## src/rtl/evt_filt_pkg.sv

```systemverilog
package evt_filt_pkg;

    localparam int CODE_W = 4;
    localparam int NEED_W = 4;
    localparam int DLOG_W = 3;

    typedef struct packed {
        logic              bypass;
        logic              kern;
        logic [DLOG_W-1:0] dlog;
        logic [NEED_W-1:0] need;
    } filt_cfg_t;

    function automatic filt_cfg_t cfg_decode(input logic [CODE_W-1:0] code);
        filt_cfg_t c;
        c = '{bypass: 1'b0, kern: 1'b0, dlog: 3'd0, need: 4'd1};
        case (code)
            4'd0:  c.bypass = 1'b1;
            4'd1:  begin c.kern = 1'b1; c.need = 4'd2; end
            4'd2:  begin c.kern = 1'b1; c.need = 4'd4; end
            4'd3:  begin c.kern = 1'b1; c.need = 4'd8; end
            4'd4:  begin c.dlog = 3'd1; c.need = 4'd6; end
            4'd5:  begin c.dlog = 3'd1; c.need = 4'd8; end
            4'd6:  begin c.dlog = 3'd2; c.need = 4'd6; end
            4'd7:  begin c.dlog = 3'd2; c.need = 4'd8; end
            4'd8:  begin c.dlog = 3'd3; c.need = 4'd6; end
            4'd9:  begin c.dlog = 3'd3; c.need = 4'd8; end
            4'd10: begin c.dlog = 3'd4; c.need = 4'd5; end
            4'd11: begin c.dlog = 3'd4; c.need = 4'd6; end
            4'd12: begin c.dlog = 3'd4; c.need = 4'd8; end
            4'd13: begin c.dlog = 3'd5; c.need = 4'd5; end
            4'd14: begin c.dlog = 3'd5; c.need = 4'd6; end
            default: begin c.dlog = 3'd5; c.need = 4'd8; end
        endcase
        return c;
    endfunction

endpackage

```

## src/rtl/evt_sync.sv

```systemverilog
module evt_sync #(
    parameter int STAGES = 2
) (
    input  logic clk_i,
    input  logic rst_i,
    input  logic d_i,
    output logic q_o
);
    logic [STAGES-1:0] chain;

    genvar g;
    generate
        for (g = 0; g < STAGES; g++) begin : g_stage
            if (g == 0) begin : g_first
                always_ff @(posedge clk_i) begin
                    if (rst_i) chain[0] <= 1'b0;
                    else       chain[0] <= d_i;
                end
            end else begin : g_next
                always_ff @(posedge clk_i) begin
                    if (rst_i) chain[g] <= 1'b0;
                    else       chain[g] <= chain[g-1];
                end
            end
        end
    endgenerate

    assign q_o = chain[STAGES-1];
endmodule

```

## src/rtl/evt_prescaler.sv

```systemverilog
module evt_prescaler
    import evt_filt_pkg::*;
#(
    parameter int DIV_W = 5
) (
    input  logic              clk_i,
    input  logic              rst_i,
    input  logic              restart_i,
    input  logic              kern_i,
    input  logic [DLOG_W-1:0] dlog_i,
    input  logic              pulse_i,
    output logic              stb_o
);
    logic [DIV_W-1:0] div_q;
    logic [DIV_W-1:0] div_last;
    logic             wrap;

    assign div_last = DIV_W'((32'd1 << dlog_i) - 32'd1);
    assign wrap     = pulse_i && (div_q == div_last);
    assign stb_o    = !restart_i && (kern_i || wrap);

    always_ff @(posedge clk_i) begin
        if (rst_i || restart_i || kern_i) begin
            div_q <= '0;
        end else if (pulse_i) begin
            div_q <= wrap ? '0 : div_q + DIV_W'(1);
        end
    end
endmodule

```

## src/rtl/evt_run_counter.sv

```systemverilog
module evt_run_counter
    import evt_filt_pkg::*;
#(
    parameter int CNT_W = 4
) (
    input  logic              clk_i,
    input  logic              rst_i,
    input  logic              restart_i,
    input  logic              bypass_i,
    input  logic [NEED_W-1:0] need_i,
    input  logic              stb_i,
    input  logic              smp_i,
    output logic              lvl_o
);
    logic [CNT_W-1:0] cnt_q;
    logic [CNT_W-1:0] cnt_inc;
    logic             lvl_q;

    assign cnt_inc = cnt_q + CNT_W'(1);

    always_ff @(posedge clk_i) begin
        if (rst_i) begin
            cnt_q <= '0;
            lvl_q <= 1'b0;
        end else if (restart_i) begin
            cnt_q <= '0;
        end else if (bypass_i) begin
            cnt_q <= '0;
            lvl_q <= smp_i;
        end else if (stb_i) begin
            if (smp_i == lvl_q) begin
                cnt_q <= '0;
            end else if (cnt_inc == CNT_W'(need_i)) begin
                cnt_q <= '0;
                lvl_q <= smp_i;
            end else begin
                cnt_q <= cnt_inc;
            end
        end
    end

    assign lvl_o = lvl_q;
endmodule

```

## src/rtl/evt_glitch_filter.sv

```systemverilog
module evt_glitch_filter
    import evt_filt_pkg::*;
#(
    parameter int SYNC_STAGES = 2,
    parameter int CNT_W       = 4,
    parameter int DIV_W       = 5
) (
    input  logic              clk_i,
    input  logic              rst_i,
    input  logic              evt_raw_i,
    input  logic              smp_en_i,
    input  logic [CODE_W-1:0] cfg_code_i,
    output logic              evt_filt_o
);
    filt_cfg_t         cfg;
    logic [CODE_W-1:0] code_prev;
    logic              code_chg;
    logic              sync_lvl;
    logic              smp_stb;

    assign cfg      = cfg_decode(cfg_code_i);
    assign code_chg = (cfg_code_i != code_prev);

    always_ff @(posedge clk_i) begin
        if (rst_i) code_prev <= '0;
        else       code_prev <= cfg_code_i;
    end

    evt_sync #(.STAGES(SYNC_STAGES)) u_sync (
        .clk_i (clk_i),
        .rst_i (rst_i),
        .d_i   (evt_raw_i),
        .q_o   (sync_lvl)
    );

    evt_prescaler #(.DIV_W(DIV_W)) u_presc (
        .clk_i     (clk_i),
        .rst_i     (rst_i),
        .restart_i (code_chg),
        .kern_i    (cfg.kern),
        .dlog_i    (cfg.dlog),
        .pulse_i   (smp_en_i),
        .stb_o     (smp_stb)
    );

    evt_run_counter #(.CNT_W(CNT_W)) u_run (
        .clk_i     (clk_i),
        .rst_i     (rst_i),
        .restart_i (code_chg),
        .bypass_i  (cfg.bypass),
        .need_i    (cfg.need),
        .stb_i     (smp_stb),
        .smp_i     (sync_lvl),
        .lvl_o     (evt_filt_o)
    );
endmodule

```

## config.mk

```make
export PLATFORM = sky130hd
export DESIGN_NAME = evt_glitch_filter
export DESIGN_NICKNAME = d
export VERILOG_FILES = /design/src/rtl/evt_filt_pkg.sv /design/src/rtl/evt_sync.sv /design/src/rtl/evt_prescaler.sv /design/src/rtl/evt_run_counter.sv /design/src/rtl/evt_glitch_filter.sv
export SDC_FILE = /design/constraint.sdc
export NUM_CORES = 1
export LEC_CHECK = 0
export BUFFER_PORTS_ARGS = -buffer_cell sky130_fd_sc_hd__buf_2
export CAP_MARGIN = 20
export CORE_MARGIN = 4
export CORE_UTILIZATION = 25
export CTS_BUF_LIST = sky130_fd_sc_hd__clkbuf_4
export CTS_CLUSTER_SIZE = 8
export DETAILED_ROUTE_END_ITERATION = 8
export PLACE_DENSITY = 0.52
export REMOVE_ABC_BUFFERS = 1
export SYNTH_ARGS = -nofsm -noshare
export SYNTH_HDL_FRONTEND = slang
export SYNTH_SLANG_ARGS = --single-unit
```

## constraint.sdc

```tcl
create_clock -name clk_i -period 2.4 [get_ports clk_i]
set_clock_uncertainty 0.05 [all_clocks]
set_input_delay 0.12 -clock clk_i [delete_from_list [all_inputs] [get_ports clk_i]]
set_output_delay 0.12 -clock clk_i [all_outputs]
set_load 0.02 [all_outputs]
```

==> reports/results.tsv <==
metric	value	unit
status	completed	
Worst slew margin	0.7165	
Post-DRT Antenna Nets	0	
Seq pwr share	0.517	
TNS Setup	0	ps
Yosys top cell by area	dfxtp_1	
total track usage	0.09335	
critical path launch point type	input pin	
r2r setup slk	410	ps
Post-CTS Setup Inserts	0	
Lkg Pwr	0.4333	nW
gp weighted congestion	0.8540	
Max Cap Violations	0	
Gate Count Post-Synth	132	
initial drt markers	68	
CTS tree	built	
number of enable flip-flop cells after synthesis	0	
sequential area share after synthesis	0.2832	
adder-cell share of the synthesized area	0.05310	
Worst Path Arrival	2190	ps
Post-Synth XOR/XNOR Area	0.1527	
Die H	75.27	um
top cells by count, synth	dfxtp_1, nor2_1, nand2_1	
total routed wirelength	2433	um
clock tree buffer depth	2	
dpl ws	115.1	ps
NetSw	0.1516	mW
Synth Area in Compound Gates	0.1482	
mux cell area share after synthesis	0.02765	
vias in the first global route	909	
Setup Crit Path Kind	input pin to flip-flop	
num rows	24	
total power	0.5283	mW
worst-path maximum fanout	10	
Area Overhead vs Synth	10.73	%
residual DRC count	0	
mapped cell area	0.001131	mm^2
switching share of power	0.2870	
worst hold path class	input pin to flip-flop	
post-route cell area	0.001252	mm^2
Pint	0.3767	mW
worst-margin pin slew	423.4	ps
Worst EP required	2590	ps
die width	75.27	um
vias per inst	5.093	
number of CTS-inserted buffers	3	
Final period util	0.8346	
worst hold start	rst_i	
max-slew violations	0	
CP peak stage delay	320	ps
CTS sink cnt	16	
first-pass GRT wire length	4098	um
CORE AREA	0.004354	mm^2
CTS H-tree lvls	1	
hold endpoint	u_sync.q_o	
fill count	456	
cells along the critical path	buf_2, nor2_2, inv_1, ha_1, xor2_1, nand2_1, nor3_1, o21ai_1, nand4b_1, a21oi_2, mux2i_1	
final setup vio count	0	
Reg-to-Reg Start	u_run.cnt_q[0]	
Detail Placement HPWL	1853	um
Peak VDD IR	0.1558	mV
Primary FF master, synth	dfxtp_1	
Synth Register Bits	16	
fin worst setup slack	397.0	ps
initial antenna violation count	0	
clock share of power	0.288	
Combinational Power Share	0.195	
placement-stage cell area	0.001216	mm^2
First-pass DRT Iterations	4	
upper clock frequency limit	499.3	MHz
Routed WL per cell	12.54	um
I/O pins	9	
reg2reg end	u_run.cnt_q[2]	
clk root buf	clkbuf_4	
WHS Path Cells	2	
Hold WS	33.13	ps
Synth area leaders	dfxtp_1, xnor2_1, xor2_1, nor2b_1, nor2_1	
post_cts resized	0	
syn_area_per_cell	8.569	um^2
die area	0.005665	mm^2
clk slew on worst S/H paths	100	ps
PwrDens	421.8	mW/mm^2
main combinational cell family by area after synthesis	simple AND/OR/NAND/NOR gates	
Tmin final	2003	ps
endpoint type of the worst setup path	flip-flop	
most common cell in the synthesized netlist	dfxtp_1	
simple-gate share of the synthesized area	0.2909	
Initial Utilization	0.2598	
Antenna Cells	0	
Final Hold Fails	0	
fin nets	154	
total congestion overflow	0	
largest net degree at the start of global routing	18	
PortBufs	8	
Yosys cell types	42	
RSZ-0062 raised after global routing	false	
slowest CP cell	ha_1	
Yosys warnings	0	
via count	988	
asr flop ratio synth	0	
worst skew pair latency	300	ps
r2r worst-path depth	6	
area share of the leading cell type in the synthesized netlist	0.2832	
share of cells above drive strength 1	0.1690	
## cell families (layout without fill, tap and decap cells)
family / after synthesis / in the layout
flip-flops: 16 / 16
AND/OR/NAND/NOR: 60 / 60
XOR/XNOR: 18 / 18
buffers and inverters: 8 / 18
adder cells (fa/ha/maj): 5 / 5
multiplexers: 3 / 3
AO/OA/AOI/OAI: 22 / 22
## critical path, delay by kind of cell
family,cells,cell delay (ps)
muxes,1,170
buffers and inverters,2,280
AOI/OAI and AO/OA,2,360
xor gates and xnor gates,1,140
and+or+nand+nor,4,800
adders and majority gates,1,320
## what timing repair did
item / in CTS / in global routing
endpoints found under the hold margin: 1 / 0
hold buffers: 1 / 0
endpoints found under the setup margin: 0 / 0
## cell usage in the layout, fill, tap and decap left out, drive strengths merged
master,count
maj3,2
a21oi,5
o22a,1
dlygate4sd3,1
ha,3
a31oi,3
and3,1
nor2,13
a311oi,2
o211ai,4
clkinv,1
nand4bb,1
nand2b,6
nand4b,3
a211o,2
and2,2
nor3,1
nand4,3
buf,11
clkbuf,3
nor2b,8
inv,2
nand2,11
mux2,1
a221o,1
nand3b,4
nand3,6
o21ai,3
mux2i,2
and4,1
xnor2,9
xor2,9
dfxtp,16
a311o,1
## worst max-delay path by stage
stage / from / endpoint / depth (start not counted)
2_1_floorplan: cfg_code_i[2] / u_run.lvl_o / 10
3_3_place_gp: cfg_code_i[2] / u_run.cnt_q[3] / 11
3_5_place_dp: cfg_code_i[2] / u_run.cnt_q[3] / 11
4_1_cts: u_run.cnt_q[0] / u_run.cnt_q[2] / 6
5_1_grt: cfg_code_i[2] / u_run.cnt_q[2] / 11
6_report: cfg_code_i[2] / u_run.lvl_o / 11
## flip-flops by register name, indices dropped and copies added, names as in the netlist
signal and flops:
u_sync.q_o 1, u_sync.chain 1, u_presc.div_q 5, u_run.cnt_q 4, code_prev 4, u_run.lvl_o 1
## area by class of cell
cell class	instances	area (um^2)	share of cell area
Timing Repair Buffer	12	72.57	0.05794
Multi-Input combinational cell	108	760.7	0.6074
Inverter	2	7.507	0.005994
Clock buffer	3	22.52	0.01798
Tap cell	52	65.06	0.05195
Sequential cell	16	320.3	0.2557
Clock inverter	1	3.754	0.002997
## power by group through the flow
stage / Sequential, mW / Clock (mW) / Combinational (mW)
2_1_floorplan: 0.279 / 0 / 0.0640
3_3_place_gp: 0.279 / 0 / 0.0992
3_5_place_dp: 0.279 / 0 / 0.101
4_1_cts: 0.273 / 0.159 / 0.103
5_1_grt: 0.274 / 0.167 / 0.114
6_report: 0.273 / 0.152 / 0.103
## metrics by stage
stage / instances / util
final: 194 / 0.2876
after global routing: 194 / 0.2876
after CTS: 194 / 0.2876
after detailed placement: 189 / 0.2793
after global placement: 189 / 0.2793
after floorplan: 126 / -
## routing by layer
metal | part of all wire | global-route usage
met3 | 0.041 | 0.01335
met1 | 0.48 | 0.1267
met2 | 0.45 | 0.1431
met5 | 0 | 0
met4 | 0.027 | 0.04854
Power figures use the tool's default switching activity.
